## config.mk

```make
export PLATFORM = sky130hd
export DESIGN_NAME = vimg_unit
export DESIGN_NICKNAME = d
export VERILOG_FILES = /design/src/rtl/vimg_pkg.sv /design/src/rtl/vimg_ctrl.sv /design/src/rtl/vimg_datapath.sv /design/src/rtl/vimg_unit.sv
export SDC_FILE = /design/constraint.sdc
export NUM_CORES = 2
export LEC_CHECK = 0
export ABC_AREA = 1
export BUFFER_PORTS_ARGS = -buffer_cell sky130_fd_sc_hd__buf_4
export CAP_MARGIN = 40
export CORE_ASPECT_RATIO = 1.25
export CORE_MARGIN = 4
export CORE_UTILIZATION = 45
export DETAILED_ROUTE_END_ITERATION = 8
export PLACE_DENSITY_LB_ADDON = 0.2
export SETUP_SLACK_MARGIN = 0.15
export SYNTH_ARGS = -nofsm -noshare
export SYNTH_HDL_FRONTEND = slang
export SYNTH_SLANG_ARGS = --single-unit
export TNS_END_PERCENT = 100
```

## constraint.sdc

```tcl
create_clock -name clk -period 5.9 [get_ports clk]
set_input_delay 0.59 -clock clk [delete_from_list [all_inputs] [get_ports clk]]
set_output_delay 0.59 -clock clk [all_outputs]
set_load 0.05 [all_outputs]
```

## src/rtl/vimg_pkg.sv

```systemverilog
package vimg_pkg;
  localparam int EW = 8;

  typedef enum logic [2:0] {
    OP_WHITE = 3'd0,
    OP_BLACK = 3'd1,
    OP_NEG   = 3'd2,
    OP_MASK  = 3'd3,
    OP_GAIN  = 3'd4,
    OP_GACC  = 3'd5
  } vimgOp_e;

  typedef struct packed {
    logic load;   // capture a new request
    logic step;   // process the current chunk
  } vimgCtrl_t;

  function automatic logic [EW-1:0] laneCalc(input logic [2:0] op, input logic [EW-1:0] a,
                                             input logic [EW-1:0] s, input logic [EW-1:0] old);
    logic [2*EW-1:0] prod;
    logic gtU, gtS;
    prod = a * s;
    gtU  = a > s;
    gtS  = $signed(a) > $signed(s);
    case (op)
      OP_WHITE: laneCalc = gtU ? 8'd255 : a;
      OP_BLACK: laneCalc = gtU ? a : 8'd0;
      OP_NEG:   laneCalc = gtS ? a : (~a + 8'd1);
      OP_MASK:  laneCalc = gtU ? 8'd255 : 8'd0;
      OP_GAIN:  laneCalc = prod[2*EW-1:EW];
      OP_GACC:  laneCalc = old + prod[2*EW-1:EW];
      default:  laneCalc = old;
    endcase
  endfunction
endpackage

```

## src/rtl/vimg_ctrl.sv

```systemverilog
module vimg_ctrl
  import vimg_pkg::*;
#(
  parameter int NCHUNK = 4,
  localparam int CW = (NCHUNK > 1) ? $clog2(NCHUNK) : 1
) (
  input  logic          clk,
  input  logic          rstN,
  input  logic          start,
  output logic          busy,
  output logic          done,
  output vimgCtrl_t     ctrl,
  output logic [CW-1:0] chunkIdx
);
  logic [CW-1:0] cnt;

  always_ff @(posedge clk) begin
    if (!rstN) begin
      busy <= 1'b0;
      done <= 1'b0;
      cnt  <= '0;
    end else begin
      done <= 1'b0;
      if (!busy && start) begin
        busy <= 1'b1;
        cnt  <= '0;
      end else if (busy) begin
        if (cnt == CW'(NCHUNK - 1)) begin
          busy <= 1'b0;
          done <= 1'b1;
        end else begin
          cnt <= cnt + 1'b1;
        end
      end
    end
  end

  always_comb begin
    ctrl.load = !busy && start;
    ctrl.step = busy;
  end
  assign chunkIdx = cnt;
endmodule

```

## src/rtl/vimg_datapath.sv

```systemverilog
module vimg_datapath
  import vimg_pkg::*;
#(
  parameter int VLEN   = 256,
  parameter int DPW    = 64,
  parameter int NCHUNK = 4,
  localparam int NE    = VLEN / EW,
  localparam int LANES = DPW / EW,
  localparam int PADW  = NCHUNK * DPW,
  localparam int VLW   = $clog2(NE + 1),
  localparam int CW    = (NCHUNK > 1) ? $clog2(NCHUNK) : 1
) (
  input  logic            clk,
  input  logic            rstN,
  input  vimgCtrl_t       ctrl,
  input  logic [CW-1:0]   chunkIdx,
  input  logic [2:0]      opcode,
  input  logic [VLEN-1:0] vs1,
  input  logic [VLEN-1:0] vdOld,
  input  logic [EW-1:0]   rs2,
  input  logic [VLW-1:0]  vl,
  output logic [VLEN-1:0] result
);
  logic [2:0]      opReg;
  logic [EW-1:0]   rs2Reg;
  logic [VLW-1:0]  vlReg;
  logic [PADW-1:0] srcPad;
  logic [PADW-1:0] resPad;
  logic [EW-1:0]   laneOut [LANES];
  logic [LANES-1:0] laneOn;
  logic            opOk;

  assign opOk = (opReg <= 3'd5);

  for (genvar i = 0; i < LANES; i++) begin : g_lane
    logic [EW-1:0] srcEl, oldEl;
    assign srcEl      = srcPad[int'(chunkIdx) * DPW + i * EW +: EW];
    assign oldEl      = resPad[int'(chunkIdx) * DPW + i * EW +: EW];
    assign laneOut[i] = laneCalc(opReg, srcEl, rs2Reg, oldEl);
    assign laneOn[i]  = opOk && ((int'(chunkIdx) * LANES + i) < int'(vlReg));
  end

  always_ff @(posedge clk) begin
    if (!rstN) begin
      opReg  <= '0;
      rs2Reg <= '0;
      vlReg  <= '0;
      srcPad <= '0;
      resPad <= '0;
    end else if (ctrl.load) begin
      opReg  <= opcode;
      rs2Reg <= rs2;
      vlReg  <= vl;
      srcPad <= PADW'(vs1);
      resPad <= PADW'(vdOld);
    end else if (ctrl.step) begin
      for (int i = 0; i < LANES; i++) begin
        if (laneOn[i]) resPad[int'(chunkIdx) * DPW + i * EW +: EW] <= laneOut[i];
      end
    end
  end

  assign result = resPad[VLEN-1:0];
endmodule

```

## src/rtl/vimg_unit.sv

```systemverilog
module vimg_unit
  import vimg_pkg::*;
#(
  parameter int VLEN = 256,
  parameter int DPW  = 64,
  localparam int NCHUNK = (VLEN + DPW - 1) / DPW,
  localparam int CW     = (NCHUNK > 1) ? $clog2(NCHUNK) : 1,
  localparam int VLW    = $clog2(VLEN / 8 + 1)
) (
  input  logic            clk,
  input  logic            rstN,
  input  logic            start,
  input  logic [2:0]      opcode,
  input  logic [VLEN-1:0] vs1,
  input  logic [VLEN-1:0] vdOld,
  input  logic [7:0]      rs2,
  input  logic [VLW-1:0]  vl,
  output logic            busy,
  output logic            done,
  output logic [VLEN-1:0] result
);
  vimgCtrl_t     ctrl;
  logic [CW-1:0] chunkIdx;

  vimg_ctrl #(.NCHUNK(NCHUNK)) u_ctrl (
    .clk(clk), .rstN(rstN), .start(start), .busy(busy), .done(done),
    .ctrl(ctrl), .chunkIdx(chunkIdx)
  );

  vimg_datapath #(.VLEN(VLEN), .DPW(DPW), .NCHUNK(NCHUNK)) u_dp (
    .clk(clk), .rstN(rstN), .ctrl(ctrl), .chunkIdx(chunkIdx), .opcode(opcode),
    .vs1(vs1), .vdOld(vdOld), .rs2(rs2), .vl(vl), .result(result)
  );
endmodule

```

==> run summary <==
metal3 WL: 24700 µm
chip height: 382 µm
synthesized area: 50300 µm²
DRT Pass-1 Iters: 9
global route overflow: 0
global-route usage over all layers: 40.1%
drt drc: 0
antenna violations before repair: 30
Final setup viols: 220
Slew Limit Fails: 0
Seq pwr share: 23.1%
Synth Flop Type: dfxtp_1
max layer used: met5
DRT Wirelength: 248000 µm
Fmax achieved: 155 MHz
largest net degree at the start of global routing: 191
R2R depth: 35
cell family with most CP delay: adder cells
die width: 307 µm
kind of critical path: flop to flop
Rel. slew slack: 31.6%
global placement routability congestion: 1.02
critical path capture point type: flop
sequential share of the synthesized area: 21.2%
clock tree sinks: 533
CP Launch Type: flop
Worst-path clk slew: 0.07 ns
post-route ant nets: 0
Synth Instances: 7403
status: complete, but fails checks
Via Count: 59486
CP Depth: 35
PwrDens: 273 nW/µm²
Seq cells post-synth: 533
Clock Skew: 0.0561 ns
Peak VDD IR: 256 µV
vias per inst: 5.83
Layout Nets: 9962
CTS Root Cell: clkbuf_16
post-synthesis average cell area: 6.79 µm²
largest stage delay on the critical path: 0.54 ns
async set-or-reset flop fraction in the synthesized netlist: 0%
M1 wire length: 89600 µm
CP most frequent cell: inv_2
IO Count: 790
Worst-Margin Slew: 1.02 ns
min setup slack post-route: -0.558 ns
I/O Buffers: 789
crit-path max FO: 8
area of the core: 110000 µm²
die area: 117000 µm²
maximum clock path buffer count: 3
Sw Ratio: 46.0%
share of layout cells above drive strength 1: 30.5%
Starting DRT DRC Count: 6435
Post-synth EDFFs: 0
H-tree levels: 2
total CTS buffers: 58
vias in the first global route: 57158
Initial Utilization: 45.5%
Fin. Hold Viols: 0
wire length per cell: 24.3 µm
Worst Path Required: 6.51 ns
crit path max-delay cell type: fa_1
share of total power in the clock network: 20.9%
total power: 19.0 mW
worst path arrival time: 7.07 ns
failing checks: setup timing
worst hold path type: input port to flop
Ys Warns: 0
cts-stage hold buffer count: 0
CP bufs+invs: 10
unique cell type count in the Yosys netlist: 63
Tcrit/Tclk final: 109%
P_int: 10.3 mW
static leakage: 33.3 nW
row cnt: 136
P_sw: 8.73 mW
Final Critical Period: 6.46 ns
first-pass GRT wire length: 357000 µm
hold_ws: 0.163 ns
Post-Syn Nets: 8678
Layout area overhead: 38.5%
RSZ-0062 raised after global routing: true
Max-cap violations: 0
Comb power frac: 56.0%
CTS tree: yes
clk_lat worst skew: 0.68 ns
utilization after layout: 63.0%
post-DP HPWL: 194000 µm
routed wl met2: 111000 µm
flop2flop setup slack: -0.56 ns
hold path cells: 3
logic make-up after synthesis:
family | share of synthesized area, %
AO/OA/AOI/OAI | 16.6
XOR/XNOR | 1.11
AND/OR/NAND/NOR | 28.8
buffers and inverters | 9.49
adder cells (fa/ha/maj) | 22.8
flip-flops | 21.2
registers in the layout, summed over array words and instances, names as in the netlist:
signal and cells:
u_dp.result 256, u_dp.srcPad 256, u_dp.rs2Reg 8, u_dp.vlReg 6, u_dp.opReg 3, u_ctrl.chunkIdx 2
u_ctrl.busy 1, u_ctrl.done 1
cell type report:
class | instances | area (µm²)
Inverter | 837 | 3210
Sequential cell | 533 | 10700
Clock inverter | 28 | 363
Tap cell | 1449 | 1810
Fill cell | 9997 | 40800
Multi-Input combinational cell | 5691 | 39100
Timing Repair Buffer | 1566 | 12800
Clock buffer | 81 | 1690
Antenna cell | 18 | 45.0
power by group through the flow:
stage          registers [mW]  logic [mW]  clock network (mW)
3_3_place_gp             4.42        9.00                   0
2_1_floorplan            5.09        4.50                   0
6_report                 4.39        10.6                3.96
5_1_grt                  4.40        11.3                4.10
3_5_place_dp             4.43        9.11                   0
4_1_cts                  4.36        9.80                3.96
synthesized netlist by cell type, types with 57 or more instances:
cell      number  share of area [%]
ha_1         455                 11
o21ai_0      744                7.4
nor2_1      1258                9.4
dfxtp_1      533                 21
nand3_1      416                4.1
clkbuf_1     223                1.7
nand2_1     1147                8.6
inv_1        778                5.8
nand4_1      248                3.1
nand2_2       57               0.71
fa_1         288                 11
a21oi_1      720                7.2
repair_timing:
action,CTS,global route
pin swaps,289,317
endpoints found under the setup margin,243,249
gates cloned,7,2
setup buffers,80,63
resized for setup,483,461
layer usage:
metal | track usage (%) | vias to the layer above
li1 | - | 26930
met1 | 47.3 | 28200
met2 | 64.4 | 3403
met3 | 9.04 | 937
met4 | 28.5 | 16
met5 | 0 | -
metrics by stage:
step	cells	instance area (µm²)	worst slack, ns	TNS [ns]
finish	10203	69600	-0.558	-56.73
global route	10194	69600	-0.789	-114.65
CTS	10120	67100	-0.400	-44.60
detailed placement	9924	62200	-0.699	-93.17
global placement	9917	62100	-0.577	-81.17
floorplan	7403	50900	0.144	0
path summary, 6_finish.rpt:
path | start | to
setup / recovery | u_ctrl.chunkIdx[0] | u_dp.result[127]
hold / removal | vs1[66] | u_dp.srcPad[66]
setup reg to reg | u_ctrl.chunkIdx[0] | u_dp.result[127]
hold reg to reg | u_dp.vlReg[4] | u_dp.vlReg[4]
worst min-delay path, stage by stage:
cell and delay (ns):
buf_4 0.07, o21ai_0 0.07, nor2_1 0.07
placed cells by master, fill, tap and decap left out, types with 17 or more instances in the layout:
cell / Yosys / layout
a21oi_1: 720 / 619
buf_12: 0 / 35
nor2_2: 16 / 64
nand3_2: 22 / 114
o21ai_0: 744 / 703
nand2_1: 1147 / 977
xor2_1: 33 / 19
clkbuf_16: 0 / 61
nand3b_1: 24 / 24
inv_1: 778 / 672
nor2_1: 1258 / 1190
nand2_2: 57 / 143
fa_1: 288 / 261
nor3_2: 9 / 18
dfxtp_1: 533 / 529
a21oi_2: 4 / 81
nand3_1: 416 / 315
nand4_1: 248 / 248
o21ai_2: 1 / 18
nand2_4: 7 / 88
and2_4: 1 / 21
ha_4: 0 / 96
ha_1: 455 / 344
a21oi_4: 5 / 29
o21ai_1: 5 / 22
fa_2: 0 / 27
diode_2: 0 / 18
buf_4: 24 / 1445
inv_2: 48 / 142
buf_6: 21 / 60
o211ai_1: 17 / 17
nor2_4: 27 / 47
No activity file was read; power rests on OpenSTA's default activity.
